<file path="src/rtl/sew_pkg.sv">
package sew_pkg;

  typedef enum logic [1:0] {
    OP_NONE   = 2'b00,
    OP_SECTOR = 2'b01,
    OP_CHIP   = 2'b10,
    OP_RSVD   = 2'b11
  } sew_op_e;

  typedef enum logic [1:0] {
    ST_READ    = 2'b00,
    ST_WINDOW  = 2'b01,
    ST_ERASING = 2'b10,
    ST_PAUSED  = 2'b11
  } sew_state_e;

endpackage

</file>
<file path="src/rtl/sew_cmd_decode.sv">
module sew_cmd_decode #(
  parameter int NUM_SECTORS = 35,
  parameter int SECT_W      = 6
) (
  input  logic                   cmd_fire,
  input  logic [1:0]             cmd_op,
  input  logic [SECT_W-1:0]      cmd_sector,
  output logic                   sect_hit,
  output logic                   chip_hit,
  output logic [NUM_SECTORS-1:0] sect_onehot
);
  import sew_pkg::*;

  localparam logic [SECT_W:0] LIMIT = (SECT_W+1)'(NUM_SECTORS);

  logic in_range;

  assign in_range = ({1'b0, cmd_sector} < LIMIT);
  assign sect_hit = cmd_fire && (cmd_op == OP_SECTOR) && in_range;
  assign chip_hit = cmd_fire && (cmd_op == OP_CHIP);

  for (genvar i = 0; i < NUM_SECTORS; i++) begin : g_dec
    assign sect_onehot[i] = (cmd_sector == SECT_W'(i));
  end

endmodule

</file>
<file path="src/rtl/sew_window_timer.sv">
module sew_window_timer #(
  parameter int WINDOW_CYCLES = 50
) (
  input  logic clk,
  input  logic rst_n,
  input  logic clear,
  input  logic load,
  input  logic run,
  output logic expired
);
  localparam int CNT_W = $clog2(WINDOW_CYCLES + 1);
  localparam logic [CNT_W-1:0] LOAD_VAL = CNT_W'(WINDOW_CYCLES - 1);

  logic [CNT_W-1:0] cnt_q;

  always_ff @(posedge clk or negedge rst_n) begin
    if (!rst_n) begin
      cnt_q <= '0;
    end else if (clear) begin
      cnt_q <= '0;
    end else if (load) begin
      cnt_q <= LOAD_VAL;
    end else if (run && (cnt_q != '0)) begin
      cnt_q <= cnt_q - 1'b1;
    end
  end

  // The window closes on a cycle that brings no restart.
  assign expired = run && !load && (cnt_q == '0);

endmodule

</file>
<file path="src/rtl/sew_erase_fsm.sv">
module sew_erase_fsm (
  input  logic                clk,
  input  logic                rst_n,
  input  logic                reset_cmd,
  input  logic                sect_hit,
  input  logic                chip_hit,
  input  logic                window_expired,
  input  logic                suspend_req,
  input  logic                resume_req,
  input  logic                erase_done,
  output sew_pkg::sew_state_e state,
  output logic                sect_accept,
  output logic                chip_accept,
  output logic                done_accept
);
  import sew_pkg::*;

  sew_state_e state_q, state_d;

  assign sect_accept = sect_hit && !reset_cmd &&
                       ((state_q == ST_READ) || (state_q == ST_WINDOW));
  assign chip_accept = chip_hit && !reset_cmd && (state_q == ST_READ);
  assign done_accept = erase_done && !reset_cmd && (state_q == ST_ERASING);

  always_comb begin
    state_d = state_q;
    if (reset_cmd) begin
      state_d = ST_READ;
    end else begin
      unique case (state_q)
        ST_READ: begin
          if (chip_accept)      state_d = ST_ERASING;
          else if (sect_accept) state_d = ST_WINDOW;
        end
        ST_WINDOW: begin
          if (window_expired)   state_d = ST_ERASING;
        end
        ST_ERASING: begin
          if (done_accept)      state_d = ST_READ;
          else if (suspend_req) state_d = ST_PAUSED;
        end
        ST_PAUSED: begin
          if (resume_req)       state_d = ST_ERASING;
        end
        default:                state_d = ST_READ;
      endcase
    end
  end

  always_ff @(posedge clk or negedge rst_n) begin
    if (!rst_n) state_q <= ST_READ;
    else        state_q <= state_d;
  end

  assign state = state_q;

endmodule

</file>
<file path="src/rtl/sew_sector_mask.sv">
module sew_sector_mask #(
  parameter int NUM_SECTORS = 35
) (
  input  logic                   clk,
  input  logic                   rst_n,
  input  logic                   clear,
  input  logic                   set_all,
  input  logic                   set_en,
  input  logic [NUM_SECTORS-1:0] set_vec,
  output logic [NUM_SECTORS-1:0] mask
);
  logic [NUM_SECTORS-1:0] mask_q;

  always_ff @(posedge clk or negedge rst_n) begin
    if (!rst_n) begin
      mask_q <= '0;
    end else if (clear) begin
      mask_q <= '0;
    end else if (set_all) begin
      mask_q <= '1;
    end else if (set_en) begin
      mask_q <= mask_q | set_vec;
    end
  end

  assign mask = mask_q;

endmodule

</file>
<file path="src/rtl/erase_window_top.sv">
module erase_window_top #(
  parameter int NUM_SECTORS   = 35,
  parameter int WINDOW_CYCLES = 50,
  parameter int SECT_W        = $clog2(NUM_SECTORS)
) (
  input  logic                   clk,
  input  logic                   rst_n,
  input  logic                   cmd_valid,
  output logic                   cmd_ready,
  input  logic [1:0]             cmd_op,
  input  logic [SECT_W-1:0]      cmd_sector,
  input  logic                   suspend_req,
  input  logic                   resume_req,
  input  logic                   reset_cmd,
  input  logic                   erase_done,
  output logic                   erase_active,
  output logic [NUM_SECTORS-1:0] sector_mask,
  output logic                   busy,
  output logic                   suspended
);
  import sew_pkg::*;

  logic                   cmd_fire;
  logic                   sect_hit, chip_hit;
  logic [NUM_SECTORS-1:0] sect_onehot;
  logic                   sect_accept, chip_accept, done_accept;
  logic                   window_expired;
  sew_state_e             state;

  // Never stalls: commands are consumed whenever out of reset.
  assign cmd_ready = rst_n;
  assign cmd_fire  = cmd_valid && cmd_ready;

  sew_cmd_decode #(
    .NUM_SECTORS (NUM_SECTORS),
    .SECT_W      (SECT_W)
  ) u_decode (
    .cmd_fire    (cmd_fire),
    .cmd_op      (cmd_op),
    .cmd_sector  (cmd_sector),
    .sect_hit    (sect_hit),
    .chip_hit    (chip_hit),
    .sect_onehot (sect_onehot)
  );

  sew_erase_fsm u_fsm (
    .clk            (clk),
    .rst_n          (rst_n),
    .reset_cmd      (reset_cmd),
    .sect_hit       (sect_hit),
    .chip_hit       (chip_hit),
    .window_expired (window_expired),
    .suspend_req    (suspend_req),
    .resume_req     (resume_req),
    .erase_done     (erase_done),
    .state          (state),
    .sect_accept    (sect_accept),
    .chip_accept    (chip_accept),
    .done_accept    (done_accept)
  );

  sew_window_timer #(
    .WINDOW_CYCLES (WINDOW_CYCLES)
  ) u_timer (
    .clk     (clk),
    .rst_n   (rst_n),
    .clear   (reset_cmd),
    .load    (sect_accept),
    .run     (state == ST_WINDOW),
    .expired (window_expired)
  );

  sew_sector_mask #(
    .NUM_SECTORS (NUM_SECTORS)
  ) u_mask (
    .clk     (clk),
    .rst_n   (rst_n),
    .clear   (reset_cmd || done_accept),
    .set_all (chip_accept),
    .set_en  (sect_accept),
    .set_vec (sect_onehot),
    .mask    (sector_mask)
  );

  assign busy         = (state != ST_READ);
  assign erase_active = (state == ST_ERASING) || (state == ST_PAUSED);
  assign suspended    = (state == ST_PAUSED);

endmodule

</file>
<file path="config.mk">
export PLATFORM = sky130hd
export DESIGN_NAME = erase_window_top
export DESIGN_NICKNAME = d
export VERILOG_FILES = /design/src/rtl/sew_pkg.sv /design/src/rtl/sew_cmd_decode.sv /design/src/rtl/sew_window_timer.sv /design/src/rtl/sew_erase_fsm.sv /design/src/rtl/sew_sector_mask.sv /design/src/rtl/erase_window_top.sv
export SDC_FILE = /design/constraint.sdc
export NUM_CORES = 1
export LEC_CHECK = 0
export ABC_AREA = 1
export BUFFER_PORTS_ARGS = -buffer_cell sky130_fd_sc_hd__buf_4
export CORE_MARGIN = 2
export CORE_UTILIZATION = 30
export DETAILED_ROUTE_END_ITERATION = 10
export GPL_TIMING_DRIVEN = 0
export PLACE_DENSITY = 0.54
export SYNTH_ARGS = -nofsm -noshare
export SYNTH_HDL_FRONTEND = slang
export SYNTH_HIERARCHICAL = 1
export SYNTH_SLANG_ARGS = --single-unit
</file>
<file path="constraint.sdc">
create_clock -name clk -period 3.01 [get_ports clk]
set_clock_uncertainty 0.05 [all_clocks]
set_input_delay 0.602 -clock clk [delete_from_list [all_inputs] [get_ports clk]]
set_output_delay 0.602 -clock clk [all_outputs]
set_load 0.1 [all_outputs]
</file>
# Word-level counts from Yosys, hierarchy flattened
# Cells that the tools add are included.
# op_classes
addsub	1
n_mul	0
n_div	0
order_cmp	1
eq_ne	43
shift	0
n_mux	14
n_bitwise	1
n_reduce_logical	26
# op_table
cell	count
$mux 35	3
$eq 6x5->1 const B	16
$eq 6x4->1 const B	8
$or 35x35->35	1
$eq 6x3->1 const B	4
$eq 6x6->1 const B	3
$mux 6	3
$mux 2	7
$logic_and 1x1->1	13
$eq 6x2->1 const B	2
$logic_not 6->1	2
$pmux 2 s4	1
$eq 2x2->1 const B	3
$eq 6x1->1 const B	1
$lt 6x6->1 const B	1
$ne 3x3->1 const B	2
$reduce_bool 3->1	2
$reduce_bool 6->1	1
$sub 6x1->6 const B	1
$eq 2x1->1 const B	2
$ne 4x3->1 const B	1
$ne 4x4->1 const B	1
$reduce_and 4->1	1
$logic_or 1x1->1	3
other kinds (3)	4
# totals
reg_bits	43
latchBits	0
ram_bits	0
mem_bits_ro	0
input_bits	15
out_inout_bits	39
n_memories	0

# Depth between registers and ports, before layout
# depth
depth_word	11
ltp_mapped	16

# Modules after synthesis
# The synthesis kept the hierarchy.
# by_module_without_submodules
module	instances	cells_per_inst	area_each_um2	seq_area_each_um2
sew_sector_mask	1	152	1445.1	875.8
sew_window_timer	1	56	405.4	150.1
sew_cmd_decode	1	77	307.8	0.0
sew_erase_fsm	1	38	212.7	50.0
erase_window_top	1	13	52.6	0.0

# Worst setup path after synthesis
# Ideal clock, no wire load.
# synth_path
kind	input to register
start	in cmd_sector[3]
end	reg u_fsm.state_q[1] (netlist: u_fsm/state[1])
arrival_time_ns	1.879
required_ns	2.837
slack_ns	0.958
stages	14
cell_sequence	nor2_1 nand3_1 a21oi_1 nand2_1 nor2_1 inv_1 nand2_1 nor2_1 inv_1 nand2_1 nor2_2 inv_1 o21ai_0 o21ai_1
# synth_via
elab_chain_cells	9
# synth_rtl
element	line	text
start: declaration	erase_window_top.sv:11	input logic [SECT_W-1:0] cmd_sector,
$lt 6x6->1	sew_cmd_decode.sv:18	assign in_range = ({1'b0, cmd_sector} < LIMIT);
$logic_and 1x1->1	sew_cmd_decode.sv:19	assign sect_hit = cmd_fire && (cmd_op == OP_SECTOR) && in_range;
net sect_hit	erase_window_top.sv:24	logic sect_hit, chip_hit;
$logic_and 1x1->1 (2 in a row)	sew_erase_fsm.sv:20	assign sect_accept = sect_hit && !reset_cmd &&
net sect_accept	erase_window_top.sv:26	logic sect_accept, chip_accept, done_accept;
$logic_not 1->1	sew_window_timer.sv:29	assign expired = run && !load && (cnt_q == '0);
$logic_and 1x1->1 (2 in a row)	sew_window_timer.sv:29	
net window_expired	erase_window_top.sv:27	logic window_expired;
$ne 3x3->1 (no line)	--	
$reduce_and 4->1 (no line)	--	
end signal: assignment	sew_erase_fsm.sv:52	else state_q <= state_d;
end: declaration	sew_erase_fsm.sv:18	sew_state_e state_q, state_d;
# The timed path passes the listed nets, and every way through them passes these cells.
# A chain may end at the register's enable or synchronous reset.

# Final worst setup path
# layout_path
start	in rst_n
end	reg u_fsm.state_q[1] (netlist: u_fsm/state[1])
# layout_via
elab_chain_cells	10
# layout_rtl
element	line	text
start: declaration	erase_window_top.sv:7	input logic rst_n,
$logic_and 1x1->1	erase_window_top.sv:32	assign cmd_fire = cmd_valid && cmd_ready;
net cmd_fire	erase_window_top.sv:23	logic cmd_fire;
$logic_and 1x1->1 (2 in a row)	sew_cmd_decode.sv:19	
net sect_hit	erase_window_top.sv:24	
$logic_and 1x1->1 (2 in a row)	sew_erase_fsm.sv:20	
net sect_accept	erase_window_top.sv:26	
$logic_not 1->1	sew_window_timer.sv:29	
$logic_and 1x1->1 (2 in a row)	sew_window_timer.sv:29	
net window_expired	erase_window_top.sv:27	
$ne 3x3->1 (no line)	--	
$reduce_and 4->1 (no line)	--	
# The timed path passes the listed nets, and every way through them passes these cells.

==> impl_metrics.env <==
export IMPL_insertion_delay_ns=0.29
export IMPL_use_met2=0.227
export IMPL_cap_violations=0
export IMPL_drt_total_wl_mm=5.85
export IMPL_area_delta_synth_final_pct=25.2
export IMPL_synth_edf_count=0
export IMPL_cts_buffers=5
export IMPL_gp_congestion=0.835
export IMPL_global_route_usage_met1=0.191
export IMPL_antenna_found_initial=0
export IMPL_grt_pass1_wl_mm=9.97
export IMPL_final_setup_tns_ns=0
export IMPL_cts_tree="yes"
export IMPL_grt_busiest_layer="met2"
export IMPL_drc_errors=0
export IMPL_avgSynthCellArea_sq_um=7.21
export IMPL_cts_max_path_buffers=2
export IMPL_slew_limit_headroom=0.622
export IMPL_synth_common_cells="nor2_1, nand2_1, dfrtp_1"
export IMPL_crit_fanout=45
export IMPL_regToRegEndpoint="u_fsm/state[1]$_DFFE_PN0P_"
export IMPL_met3_usage=0.0257
export IMPL_drt_pass1_iter_count=4
export IMPL_async_reset_ff_frac=1.00
export IMPL_yosys_area_top_type="dfrtp_1"
export IMPL_report_final_slew_viol_count=0
export IMPL_crit_required_ns=3.13
export IMPL_drive_above_1_share=0.242
export IMPL_total_leakage_power_uw=0.00146
export IMPL_cts_hold_buffers_added=0
export IMPL_syn_area_sq_um=2420
export IMPL_synthCells=336
export IMPL_hold_viol_final=0
export IMPL_fp_row_count=32
export IMPL_core_area_sq_um=7770
export IMPL_critPathKind="in -> reg"
export IMPL_synth_seq_area_share=0.444
export IMPL_gr_usage_all_layers=0.140
export IMPL_total_power_uw=1820
export IMPL_boundaryPins=54
export IMPL_period_share=0.796
export IMPL_worst_slew_pin_slew_ns=0.567
export IMPL_critPathArrivalTime_ns=2.52
export IMPL_start_kind="primary input"
export IMPL_reg2reg_depth=12
export IMPL_h_tree_depth=2
export IMPL_reg2reg_slack_ns=1.24
export IMPL_root_buffer="clkbuf_8"
export IMPL_start_util=0.312
export IMPL_drt_iter0_drc=119
export IMPL_dieWidth_um=93.9
export IMPL_fin_nets=413
export IMPL_synth_area_leaders="dfrtp_1, nor2_1, nand2_1"
export IMPL_ys_warnings_count=6
export IMPL_synth_top_area_share=0.444
export IMPL_die_h_um=93.9
export IMPL_r2r_start="u_fsm/state[1]$_DFFE_PN0P_"
export IMPL_vias=2264
export IMPL_synth_seq_cells=43
export IMPL_syn_nets=353
export IMPL_vias_per_cell=4.54
export IMPL_gr_total_overflow=0
export IMPL_grt_pass1_vias=2169
export IMPL_ys_flop_type="dfrtp_1"
export IMPL_min_path_type="in -> async"
export IMPL_cts_setup_buffers=0
export IMPL_portBuffers=53
export IMPL_dp_slack_ns=0.265
export IMPL_power_density_nw_per_um2=600
export IMPL_post_cts_resized=0
export IMPL_rsz0062_at_grt="false"
export IMPL_ys_types=25
export IMPL_diodes=0
export IMPL_report_final_setup_viol=0
export IMPL_post_drt_wl_per_cell_um=11.7
export IMPL_fin_ws_ns=0.613
export IMPL_dpl_hpwl_mm=4.45
export IMPL_fin_crit_ns=2.40
export IMPL_postRouteAntennaNets=0
export IMPL_clk_transition_reported_paths_ns=0.08
export IMPL_clkSinkCount=43
export IMPL_end_kind="flip-flop"
export IMPL_timing_fmax_ghz=0.417
export IMPL_dieArea_sq_um=8810
export IMPL_outcome="complete, no violations"
export IMPL_synth_most_common_cell="nor2_1"
export IMPL_grt_start_max_net_pins=46
export IMPL_irDropWorstVdd_uv=531
## metal layers
metal | share of wire | wire length, um
met1 | 0.47 | 2760
met2 | 0.46 | 2700
met3 | 0.054 | 314
met4 | 0.014 | 80
met5 | 0 | 0
## flip-flops by register name, summed over array words and instances, names as in the netlist
signal         flops
u_mask/mask       35
u_fsm/state        2
u_timer/cnt_q      6
## cell families (layout without fill, tap and decap cells)
group	count (synthesis)	after routing	synth area share
AO/OA/AOI/OAI	47	47	0.108
XOR/XNOR	1	1	0.00361
adder cells (fa/ha/maj)	2	2	0.0103
buffers and inverters	45	106	0.101
flip-flops	43	43	0.444
AND/OR/NAND/NOR	198	198	0.333
## worst max-delay path by stage
stage | slack, ns | endpoint | from
4_1_cts | 0.57 | u_fsm/state[1]$_DFFE_PN0P_ | rst_n
5_1_grt | 0.27 | u_fsm/state[1]$_DFFE_PN0P_ | rst_n
3_5_place_dp | 0.26 | u_fsm/state[1]$_DFFE_PN0P_ | rst_n
2_1_floorplan | 0.96 | u_fsm/state[1]$_DFFE_PN0P_ | cmd_sector[3]
3_3_place_gp | 0.24 | u_fsm/state[1]$_DFFE_PN0P_ | rst_n
6_report | 0.61 | u_fsm/state[1]$_DFFE_PN0P_ | rst_n
## placed cells by master (no fill, tap or decap), drive strengths merged
cell type   n
nor2       93
nand2      89
buf        68
dfrtp      43
a21oi      39
inv        28
nand3      11
o21ai       8
clkbuf      7
clkinv      2
nand3b      2
nor3        2
ha          2
clkinvlp    1
xor2        1
nand4       1
## power by group
| group | internal [uW] | switching, uW | total, uW |
|---|---|---|---|
| clock network | 162 | 196 | 358 |
| logic | 216 | 542 | 758 |
| registers | 637 | 68.1 | 705 |
| total | 1020 | 806 | 1820 |
## metrics by stage
stage | hold slack [ns] | cells | cell area [sq um] | util
3_5_place_dp | 0.476 | 491 | 2950 | 0.380
3_3_place_gp | 0.466 | 491 | 2950 | 0.380
2_1_floorplan | 0.256 | 336 | 2420 | -
4_1_cts | 0.271 | 499 | 3030 | 0.391
5_1_grt | 0.288 | 499 | 3030 | 0.391
6_report | 0.230 | 499 | 3030 | 0.391
## critical path, stage by stage
cell and delay (ns):
buf_4 0.44, nand2_1 0.09, inv_1 0.09, nand3b_1 0.10
a21oi_1 0.13, nand2_1 0.08, nor2_1 0.23, inv_1 0.18
nand2_1 0.09, nor2_1 0.04, inv_1 0.04, nand2_1 0.05
nor2_2 0.10, inv_1 0.04, o21ai_0 0.07, o21ai_1 0.09
## final cells by class
cell class	count	area [sq um]
plain buffers	16	135
clock buffers	6	72.6
clock inverters	2	12.5
fillers	889	4730
inverters	29	110
multi-input cells	248	1100
flip-flops and latches	43	1080
well taps	102	128
repair buffers	53	398
Note: power is estimated with default switching activity, not from simulation.
